===== config.mk =====
export PLATFORM = sky130hd
export DESIGN_NAME = pipe_buf_ready
export DESIGN_NICKNAME = d
export VERILOG_FILES = /design/src/rtl/pbr_pkg.sv /design/src/rtl/pbr_cfg_reg.sv /design/src/rtl/pbr_rx_eval.sv /design/src/rtl/pbr_tx_eval.sv /design/src/rtl/pipe_buf_ready.sv
export SDC_FILE = /design/constraint.sdc
export NUM_CORES = 1
export LEC_CHECK = 0
export CAP_MARGIN = 10
export CORE_MARGIN = 2
export CORE_UTILIZATION = 45
export CTS_CLUSTER_SIZE = 14
export DETAILED_ROUTE_END_ITERATION = 6
export DONT_BUFFER_PORTS = 1
export GPL_TIMING_DRIVEN = 0
export PLACE_DENSITY = 0.65
export SLEW_MARGIN = 20
export SYNTH_ARGS = -nofsm -noshare
export SYNTH_HDL_FRONTEND = slang
export SYNTH_SLANG_ARGS = --single-unit

===== constraint.sdc =====
create_clock -name clk_i -period 3.2 [get_ports clk_i]
set_clock_uncertainty 0.2 [all_clocks]
set_input_delay 0.64 -clock clk_i [delete_from_list [all_inputs] [get_ports clk_i]]
set_output_delay 0.64 -clock clk_i [all_outputs]
set_load 0.01 [all_outputs]

===== src/rtl/pbr_pkg.sv =====
package pbr_pkg;
  localparam int unsigned CFG_W     = 16;
  localparam int unsigned CONT_BIT  = 8;
  localparam int unsigned SNAK_BIT  = 7;
  localparam int unsigned DIR_BIT   = 4;
  localparam logic        DIR_RX    = 1'b0;
  localparam logic        DIR_TX    = 1'b1;

  typedef struct packed {
    logic cont;
    logic snak;
    logic dir;
  } pbr_cfg_t;
endpackage


===== src/rtl/pbr_cfg_reg.sv =====
module pbr_cfg_reg
  import pbr_pkg::*;
(
  input  logic             clk_i,
  input  logic             rst_ni,
  input  logic             we_i,
  input  logic [CFG_W-1:0] wdata_i,
  input  logic             host_role_i,
  output pbr_cfg_t         cfg_o,
  output logic [CFG_W-1:0] rdata_o
);
  pbr_cfg_t cfg_q;

  always_ff @(posedge clk_i or negedge rst_ni) begin
    if (!rst_ni) begin
      cfg_q <= '0;
    end else if (we_i) begin
      cfg_q.cont <= wdata_i[CONT_BIT];
      cfg_q.snak <= wdata_i[SNAK_BIT];
      // peripheral role: only receive direction allowed
      cfg_q.dir  <= host_role_i & wdata_i[DIR_BIT];
    end
  end

  always_comb begin
    rdata_o           = '0;
    rdata_o[CONT_BIT] = cfg_q.cont;
    rdata_o[SNAK_BIT] = cfg_q.snak;
    rdata_o[DIR_BIT]  = cfg_q.dir;
  end

  assign cfg_o = cfg_q;
endmodule


===== src/rtl/pbr_rx_eval.sv =====
module pbr_rx_eval #(
  parameter int unsigned SIDE_BYTES = 256,
  parameter int unsigned CNT_W      = $clog2(SIDE_BYTES) + 1
) (
  input  logic             cont_i,
  input  logic             snak_i,
  input  logic [CNT_W-1:0] cnt_i,
  input  logic [CNT_W-1:0] len_i,
  input  logic             short_i,
  input  logic             zlp_i,
  output logic [CNT_W-1:0] cnt_nxt_o,
  output logic             set_ready_o,
  output logic             nak_o
);
  localparam logic [CNT_W-1:0] SIDE_V = CNT_W'(SIDE_BYTES);

  logic [CNT_W:0] sum;
  logic           zero_pkt;
  logic           full;
  logic           drop;
  logic           xfer_end;

  assign sum      = {1'b0, cnt_i} + {1'b0, len_i};
  assign full     = sum >= {1'b0, SIDE_V};
  assign zero_pkt = zlp_i | (len_i == '0);

  always_comb begin
    cnt_nxt_o = full ? SIDE_V : sum[CNT_W-1:0];
    if (!cont_i) begin
      drop        = 1'b0;
      set_ready_o = 1'b1;
    end else begin
      // empty buffer swallows a zero-length packet
      drop        = zero_pkt && (cnt_i == '0);
      set_ready_o = !drop && (full || (short_i && !zero_pkt) || zero_pkt);
    end
    xfer_end = !drop && (short_i || zero_pkt);
    nak_o    = snak_i && xfer_end;
  end
endmodule


===== src/rtl/pbr_tx_eval.sv =====
module pbr_tx_eval #(
  parameter int unsigned SIDE_BYTES = 256,
  parameter int unsigned CNT_W      = $clog2(SIDE_BYTES) + 1
) (
  input  logic             cont_i,
  input  logic [CNT_W-1:0] cnt_i,
  input  logic [CNT_W-1:0] mps_i,
  input  logic             wr_i,
  input  logic             bval_i,
  output logic [CNT_W-1:0] cnt_nxt_o,
  output logic             set_ready_o
);
  localparam logic [CNT_W-1:0] SIDE_V = CNT_W'(SIDE_BYTES);

  logic             inc;
  logic [CNT_W-1:0] limit;

  assign inc       = wr_i && (cnt_i < SIDE_V);
  assign cnt_nxt_o = cnt_i + CNT_W'(inc);

  always_comb begin
    if (cont_i)               limit = SIDE_V;
    else if (mps_i > SIDE_V)  limit = SIDE_V;
    else                      limit = mps_i;
    set_ready_o = bval_i || (wr_i && (limit != '0) && (cnt_nxt_o >= limit));
  end
endmodule


===== src/rtl/pipe_buf_ready.sv =====
module pipe_buf_ready
  import pbr_pkg::*;
#(
  parameter  int unsigned SIDE_BYTES = 256,
  localparam int unsigned CNT_W      = $clog2(SIDE_BYTES) + 1
) (
  input  logic             clk_i,
  input  logic             rst_ni,
  input  logic             host_role_i,
  input  logic             cfg_we_i,
  input  logic [15:0]      cfg_wdata_i,
  output logic [15:0]      cfg_rdata_o,
  input  logic [CNT_W-1:0] mps_i,
  input  logic             rx_pkt_i,
  input  logic [CNT_W-1:0] rx_len_i,
  input  logic             rx_short_i,
  input  logic             rx_zlp_i,
  input  logic             sw_wr_i,
  input  logic             sw_bval_i,
  input  logic             clr_i,
  output logic             ready_o,
  output logic [CNT_W-1:0] count_o,
  output logic             nak_req_o
);
  pbr_cfg_t         cfg;
  logic [CNT_W-1:0] cnt_q;
  logic             ready_q;
  logic             nak_q;
  logic [CNT_W-1:0] rx_cnt_nxt;
  logic             rx_set;
  logic             rx_nak;
  logic [CNT_W-1:0] tx_cnt_nxt;
  logic             tx_set;
  logic             rx_ev;
  logic             tx_ev;

  pbr_cfg_reg u_cfg (
    .clk_i       (clk_i),
    .rst_ni      (rst_ni),
    .we_i        (cfg_we_i),
    .wdata_i     (cfg_wdata_i),
    .host_role_i (host_role_i),
    .cfg_o       (cfg),
    .rdata_o     (cfg_rdata_o)
  );

  pbr_rx_eval #(.SIDE_BYTES(SIDE_BYTES), .CNT_W(CNT_W)) u_rx (
    .cont_i      (cfg.cont),
    .snak_i      (cfg.snak),
    .cnt_i       (cnt_q),
    .len_i       (rx_len_i),
    .short_i     (rx_short_i),
    .zlp_i       (rx_zlp_i),
    .cnt_nxt_o   (rx_cnt_nxt),
    .set_ready_o (rx_set),
    .nak_o       (rx_nak)
  );

  pbr_tx_eval #(.SIDE_BYTES(SIDE_BYTES), .CNT_W(CNT_W)) u_tx (
    .cont_i      (cfg.cont),
    .cnt_i       (cnt_q),
    .mps_i       (mps_i),
    .wr_i        (sw_wr_i),
    .bval_i      (sw_bval_i),
    .cnt_nxt_o   (tx_cnt_nxt),
    .set_ready_o (tx_set)
  );

  assign rx_ev = !ready_q && (cfg.dir == DIR_RX) && rx_pkt_i;
  assign tx_ev = !ready_q && (cfg.dir == DIR_TX) && (sw_wr_i || sw_bval_i);

  always_ff @(posedge clk_i or negedge rst_ni) begin
    if (!rst_ni) begin
      cnt_q   <= '0;
      ready_q <= 1'b0;
      nak_q   <= 1'b0;
    end else begin
      nak_q <= 1'b0;
      if (clr_i) begin
        cnt_q   <= '0;
        ready_q <= 1'b0;
      end else if (rx_ev) begin
        cnt_q   <= rx_cnt_nxt;
        ready_q <= rx_set;
        nak_q   <= rx_nak;
      end else if (tx_ev) begin
        cnt_q   <= tx_cnt_nxt;
        ready_q <= tx_set;
      end
    end
  end

  assign ready_o   = ready_q;
  assign count_o   = cnt_q;
  assign nak_req_o = nak_q;
endmodule


==> results of run 1 <==
-- through the flow --
stage	setup WS, ns	cells
floorplan	0.305	193
global placement	-0.00687	239
detailed placement	-0.0124	239
CTS	0.0536	244
global route	0.0154	244
finish	0.220	244
-- path summary, 6_finish.rpt --
| path | start | slack [ns] | end | cells after the start |
|---|---|---|---|---|
| setup / recovery | count_o[8] | 0.22 | ready_o | 12 |
| hold / removal | clr_i | 0.22 | nak_req_o | 1 |
| setup reg to reg | count_o[8] | 0.22 | ready_o | 12 |
| hold reg to reg | u_cfg.cfg_o[1] | 0.34 | u_cfg.cfg_o[1] | 1 |
| max in group asynchronous | rst_ni | 1.78 | count_o[8] | 1 |
| min in group asynchronous | rst_ni | 0.60 | count_o[6] | 1 |
-- flip-flops by register name, indices dropped and copies added, names as in the netlist --
signal and flops:
u_cfg.cfg_o 3, ready_o 1, count_o 9, nak_req_o 1
-- repair_timing --
item,in CTS,in global routing
hold endpoints to repair,14,0
resized for setup,0,4
hold buffers,1,0
setup endpoints to repair,0,1
-- area by class of cell --
| type | count | area share, % |
|---|---|---|
| Buffer | 17 | 7.17 |
| Clock buffer | 4 | 2.04 |
| Inverter | 6 | 1.26 |
| Multi-Input combinational cell | 156 | 66.0 |
| Sequential cell | 14 | 19.7 |
| Tap cell | 46 | 3.23 |
| Timing Repair Buffer | 1 | 0.562 |
-- cells in the final DEF (no fill, tap or decap), drive strengths merged, types with 2 or more instances in the layout --
cell,n
dfrtp,14
o211ai,2
a2111oi,2
nor3,4
buf,16
nor4,6
nor2,9
nand2b,2
o21a,2
a211o,2
a22oi,8
ha,20
o21ai,5
and4,2
nand2,13
xor2,7
a211oi,3
xnor2,6
o31ai,8
a21o,2
nand4,3
inv,6
clkbuf,5
mux2,2
nor3b,2
nor2b,3
a21oi,6
nand3,6
conb,13
nand4b,2
-- Yosys cell counts (3+ instances only) --
master | instances | area, um2
xor2_1 | 7 | 61.3
o31ai_1 | 8 | 60.1
nor2b_1 | 3 | 18.8
inv_1 | 6 | 22.5
xnor2_1 | 6 | 52.6
nor3_1 | 4 | 20.0
o21ai_0 | 5 | 25.0
nor4_1 | 5 | 31.3
nand4_1 | 3 | 18.8
ha_1 | 20 | 250
a22oi_1 | 8 | 60.1
dfrtp_1 | 14 | 350
buf_4 | 15 | 113
a21oi_1 | 6 | 30.0
a211oi_1 | 3 | 22.5
nand3_1 | 6 | 30.0
nand2_1 | 13 | 48.8
nor2_1 | 9 | 33.8
-- metal layers --
layer	wire length [um]	part of all wire, %	GRT usage [%]
met1	1640	45	24.4
met2	1800	49	34.0
met3	179	4.9	2.11
met4	59	1.6	7.34
met5	0	0	0
-- where the power goes --
part | switching, mW | internal [mW]
Combinational | 0.0915 | 0.0810
Sequential | 0.0236 | 0.187
Clock | 0.0550 | 0.0693
-- cell families (layout without fill, tap and decap cells) --
group | Yosys count | count (layout) | share of synthesized area (%)
multiplexers | 3 | 3 | 2.01
flip-flops | 14 | 14 | 21.7
AO/OA/AOI/OAI | 47 | 47 | 22.0
buffers and inverters | 23 | 28 | 9.28
adder cells (fa/ha/maj) | 21 | 21 | 16.7
XOR/XNOR | 13 | 13 | 7.04
other | 1 | 13 | 0.232
AND/OR/NAND/NOR | 59 | 59 | 21.0
==> metrics.cfg, run 1 <==
[clock_tree]
root_buffer=clkbuf_4
clock_tree.buffer_depth=2
clk_pin_slew_worst_paths_ns=0.08
cts_setup_buffers=0
numCtsBuffers=3
cts_tree=built
htreeDepth=1
clock-sinks=14
insertion_delay_ns=0.28

[drt]
routed-via-count=1373
drtIter0Drc=35
drc=0
postRouteAntennaNets=0
drt-total-wl_mm=3.68
wire_per_inst_um=15.1
via_per_inst=5.63
drt_first_pass_iters=4

[global_routing]
grt_pass1_wl_mm=6.35
antenna_found_initial=0
grt_pass1_vias=1398
overflow=0
grt_max_degree=15
track_usage_pct=19.4

[critical_path]
path_delay_family=compound AO/OA/AOI/OAI gates
critical_path.max_stage_delay_ns=0.50
path_class=flop to flop
crit_chain=nor2b_2, ha_2, ha_1, nand3_1, or2_2, xnor2_1, ha_1, o21ai_0, o21ai_0, a21oi_1, o32ai_2, o211a_1
cp-end-kind=flop
arrival_ns=3.01
cp_slowest_cell=dfrtp_2
critical_path_required_ns=3.23
path_buf_inv=0
startpoint_type=flop
critPathMaxFanout=8

[sta]
fmax_mhz=336
maxSlewViolCount=0
fin_setup_tns_ns=0
fin_hold_ws_ns=0.221
finalSetupViolations=0
worstMarginPinSlew_ns=0.819
fin_crit_sh_pct=93.1
finalHoldViolCount=0
maxSlewHeadroom_pct=45.0
rsz0062_at_grt=no
period_minus_slack_ns=2.98

[outcome]
outcome=complete, no violations

[placed_design]
gp_congestion=0.814
dp_hpwl_mm=3.17
io_buffers=0
post_dp_cell_area_um2=1720

[power_and_ir_drop]
peakVddDrop_uv=110
finalPower_mw=0.508
power_density_nw_per_um2=285
leakage_nw=0.799

[final_layout]
postLayoutCellArea_um2=1780
regArea_um2=352
syn_to_final_growth_pct=10.1
post-route-util_pct=52.5
final_nets=264
drive_gt1_share_pct=15.7
multiInputGateArea_um2=1170
antenna_cells=0
fill_cells=313

[die]
std_cell_rows=21
fp.dieH_um=64.0
fp.dieArea_um2=4090
coreArea_um2=3390
start_util_pct=47.7
dieWidth_um=64.0
ios=71

[min_path]
holdCritPathClass=input pin to flop

[yosys]
synth-warning-count=0
synth_edf_count=0
synth-seq-cells=14
ys_seq_area_share_pct=21.7
syn_inst=181
ys_types=51
postSynthAreaPerCell_um2=8.94
ys_async_sr_fraction_pct=100
synth_area_um2=1620
ys.flop_type=dfrtp_1

[run]
cap_violations=0

Power figures use the tool's default switching activity.
==> run 2: changes to the inputs <==
--- a/config.mk
+++ b/config.mk
@@ -16,4 +16,5 @@
 export SLEW_MARGIN = 20
 export SYNTH_ARGS = -nofsm -noshare
 export SYNTH_HDL_FRONTEND = slang
+export SYNTH_HIERARCHICAL = 1
 export SYNTH_SLANG_ARGS = --single-unit
==> run 2 against run 1 <==
  * Synthesized cell count up 14%
  * Die area up 13%
  * Combinational power rose to 2.6 times the previous value
  * Critical path depth down 2
  * Register-to-register slack worse by 0.04 ns
  * Final area up 13%
  * Critical path type unchanged
==> metrics.cfg, run 2 <==
[outcome]
outcome=complete, no violations  ; unchanged

[clock_tree]
cts_tree=built  ; unchanged
insertion_delay_ns=0.24  ; was 0.28 ns
htreeDepth=1  ; unchanged
cts_setup_buffers=0  ; unchanged
root_buffer=clkbuf_8  ; was clkbuf_4
clock_tree.buffer_depth=2  ; unchanged
cts_hold_buf=1  ; unchanged
clk_pin_slew_worst_paths_ns=0.06  ; was 0.08 ns
clock-sinks=14  ; unchanged
post_cts_resized=0  ; unchanged
numCtsBuffers=3  ; unchanged

[yosys]
synth-warning-count=6  ; was 0
synth-seq-cells=14  ; unchanged
ys.flop_type=dfrtp_1  ; unchanged
synth_edf_count=0  ; unchanged
synthTopCellsByCount=ha_1, nand2b_1, buf_4, dfrtp_1, nand2_1  ; was ha_1, buf_4, dfrtp_1, nand2_1, nor2_1
synth.top_cell.area_share_pct=19.1  ; was 21.7%
synth_area_um2=1830  ; was 1620 um2
yosys-top-cells-area=dfrtp_1, ha_1, buf_4  ; unchanged
yosysMostFrequentCell=ha_1  ; unchanged
ys_async_sr_fraction_pct=100  ; unchanged
postSynthAreaPerCell_um2=8.90  ; was 8.94 um2
syn_inst=206  ; was 181
synth_top_cell_by_area=dfrtp_1  ; unchanged
ys_seq_area_share_pct=19.1  ; was 21.7%
ys_types=50  ; was 51

[global_routing]
overflow=0  ; unchanged
grt_max_degree=15  ; unchanged
grt_pass1_vias=1376  ; was 1,398
antenna_found_initial=0  ; unchanged
track_usage_pct=17.4  ; was 19.4%
grt_pass1_wl_mm=6.19  ; was 6.35 mm

[sta]
fin_setup_tns_ns=0  ; unchanged
finalHoldViolCount=0  ; unchanged
worstMarginPinSlew_ns=0.648  ; was 0.819 ns
rsz0062_at_grt=no  ; unchanged
maxSlewHeadroom_pct=56.7  ; was 45.0%
fin_hold_ws_ns=0.301  ; was 0.221 ns
finalSetupViolations=0  ; unchanged
maxSlewViolCount=0  ; unchanged
fin_crit_sh_pct=94.4  ; was 93.1%
fmax_mhz=331  ; was 336 MHz
fin_ws_ns=0.179  ; was 0.220 ns
period_minus_slack_ns=3.02  ; was 2.98 ns

[power_and_ir_drop]
p_int_mw=0.527  ; was 0.338 mW
peakVddDrop_uv=154  ; was 110 uV
p_seq_share_pct=30.5  ; was 41.6%
switching_share_pct=40.3  ; was 33.5%
power_density_nw_per_um2=440  ; was 285 nW/um2
leakage_nw=0.908  ; was 0.799 nW
combPwrFrac_pct=50.0  ; was 34.0%
p_sw_mw=0.356  ; was 0.170 mW
pwr-share-clk_pct=19.5  ; was 24.5%

[critical_path]
rr_startpoint=count_o[0]  ; was count_o[8]
path_buf_inv=1  ; was 0
critical_path.max_stage_delay_ns=0.48  ; was 0.50 ns
critical_path_required_ns=3.13  ; was 3.23 ns
arrival_ns=2.95  ; was 3.01 ns
cp_slowest_cell=dfrtp_1  ; was dfrtp_2
r2r_slack_ns=0.18  ; was 0.22 ns
crit_chain=ha_1, fa_1, a211oi_2, nor2_1, a221o_1, and2_4, buf_6, nand2b_1, mux2i_1, mux2_2  ; was nor2b_2, ha_2, ha_1, nand3_1, or2_2, xnor2_1, ha_1, o21ai_0, o21ai_0, a21oi_1, o32ai_2, o211a_1
path_class=flop to flop  ; unchanged
critPathMaxFanout=7  ; was 8
cp.depth=10  ; was 12
startpoint_type=flop  ; unchanged
path_delay_family=adder cells  ; was compound AO/OA/AOI/OAI gates
cp-end-kind=flop  ; unchanged
timing.rr.end=count_o[8]  ; was ready_o
rr_worst_depth=10  ; was 12

[drt]
drtIter0Drc=82  ; was 35
postRouteAntennaNets=0  ; unchanged
via_per_inst=5.39  ; was 5.63
drt_first_pass_iters=4  ; unchanged
drt-total-wl_mm=3.95  ; was 3.68 mm
wire_per_inst_um=14.5  ; was 15.1 um
drc=0  ; unchanged
routed-via-count=1472  ; was 1,373

[final_layout]
fin_cells=273  ; was 244
antenna_cells=0  ; unchanged
largest_reg_flops=9  ; unchanged
layout_commonest_cell=ha_1  ; unchanged
fill_cells=395  ; was 313
syn_to_final_growth_pct=9.41  ; was 10.1%
layout_common_cells=ha_1, nand2b_1, buf_4  ; was ha_1, buf_4, nand2_1, conb_1, dfrtp_1
drive_gt1_share_pct=22.9  ; was 15.7%
regArea_um2=350  ; was 352 um2
final_nets=289  ; was 264
multiInputGateArea_um2=1370  ; was 1170 um2

[placed_design]
dp_hpwl_mm=3.21  ; was 3.17 mm
placed_cells=268  ; was 239
gp_congestion=0.852  ; was 0.814
io_buffers=0  ; unchanged
dp_slack_ns=0.119  ; was -0.0124 ns

[min_path]
holdPathEnd=u_cfg/cfg_o[0]  ; was nak_req_o
holdCritPathClass=input pin to flop  ; unchanged
min-delay-start=cfg_we_i  ; was clr_i
hold-path-cell-count=1  ; unchanged

[die]
fp.dieArea_um2=4600  ; was 4090 um2
dieWidth_um=67.8  ; was 64.0 um
std_cell_rows=23  ; was 21
coreArea_um2=3970  ; was 3390 um2
start_util_pct=46.2  ; was 47.7%
fp.dieH_um=67.8  ; was 64.0 um
ios=71  ; unchanged

[run]
cap_violations=0  ; unchanged

-- run 2: changes by cell type after synthesis, moves of 3 or more --
| cell | before | now |
|---|---|---|
| nand4_1 | 3 | 8 |
| mux2_2 | 2 | 11 |
| o31ai_1 | 8 | 1 |
| nor3_1 | 4 | 1 |
| xnor2_1 | 6 | 9 |
| a21oi_1 | 6 | 9 |
| nand2b_1 | 2 | 19 |
| a22oi_1 | 8 | 0 |
| xor2_1 | 7 | 3 |
| inv_1 | 6 | 3 |
| mux2i_1 | 1 | 9 |
| nor2_1 | 9 | 5 |
| nor2_2 | 0 | 5 |
-- run 2: how the worst max path moves through the flow --
stage                            from    endpoint  slack (ns)
after floorplan           rx_len_i[0]  count_o[8]        0.28
after global placement    rx_len_i[0]  count_o[1]        0.10
after detailed placement  rx_len_i[0]  count_o[1]        0.12
after CTS                  count_o[0]  count_o[8]        0.17
after global routing       count_o[0]  count_o[6]        0.04
final                      count_o[0]  count_o[8]        0.18
-- run 2: cells by family after synthesis --
kind of cell	count (synthesis)	synth area share (%)
XOR/XNOR	12	5.73
AND/OR/NAND/NOR	83	27.4
multiplexers	20	11.7
other	1	0.204
AO/OA/AOI/OAI	31	12.3
adder cells (fa/ha/maj)	21	14.7
buffers and inverters	24	8.87
flip-flops	14	19.1
-- run 2: routing by layer --
layer,track usage [%],vias up,part of all wire [%]
li1,-,756,-
met1,23.9,676,47
met2,29.4,38,47
met3,1.81,2,4.8
met4,3.75,0,0.51
met5,0,-,0
-- run 2: area by class of cell --
type / instances / area share, %
buffer: 21 / 7.54
clock buffer: 4 / 2.74
inverter: 3 / 0.561
multi-input combinational: 180 / 68.1
sequential: 14 / 17.5
tap: 50 / 3.12
timing repair buffer: 1 / 0.499
-- run 2: power groups by stage --
| stage | clock (mW) | combinational [mW] | sequential [mW] |
|---|---|---|---|
| floorplan | 0 | 0.369 | 0.251 |
| global placement | 0 | 0.430 | 0.273 |
| detailed placement | 0 | 0.435 | 0.274 |
| CTS | 0.176 | 0.442 | 0.271 |
| global route | 0.183 | 0.496 | 0.276 |
| finish | 0.172 | 0.442 | 0.270 |
-- run 2: per-stage QoR --
stage	utilization [%]	instance area (um2)	power (mW)
finish	50.5	2010	0.883
global route	50.5	2010	0.955
CTS	50.5	2010	0.890
detailed placement	48.9	1940	0.709
global placement	48.9	1940	0.702
floorplan	-	1880	0.620
-- run 2: worst register-to-register path, cell delays in order, from the launching register on --
cell      delay (ns)
dfrtp_1         0.48
ha_1            0.27
fa_1            0.44
a211oi_2        0.29
nor2_1          0.12
a221o_1         0.39
and2_4          0.17
buf_6           0.13
nand2b_1        0.08
mux2i_1         0.07
mux2_2          0.27
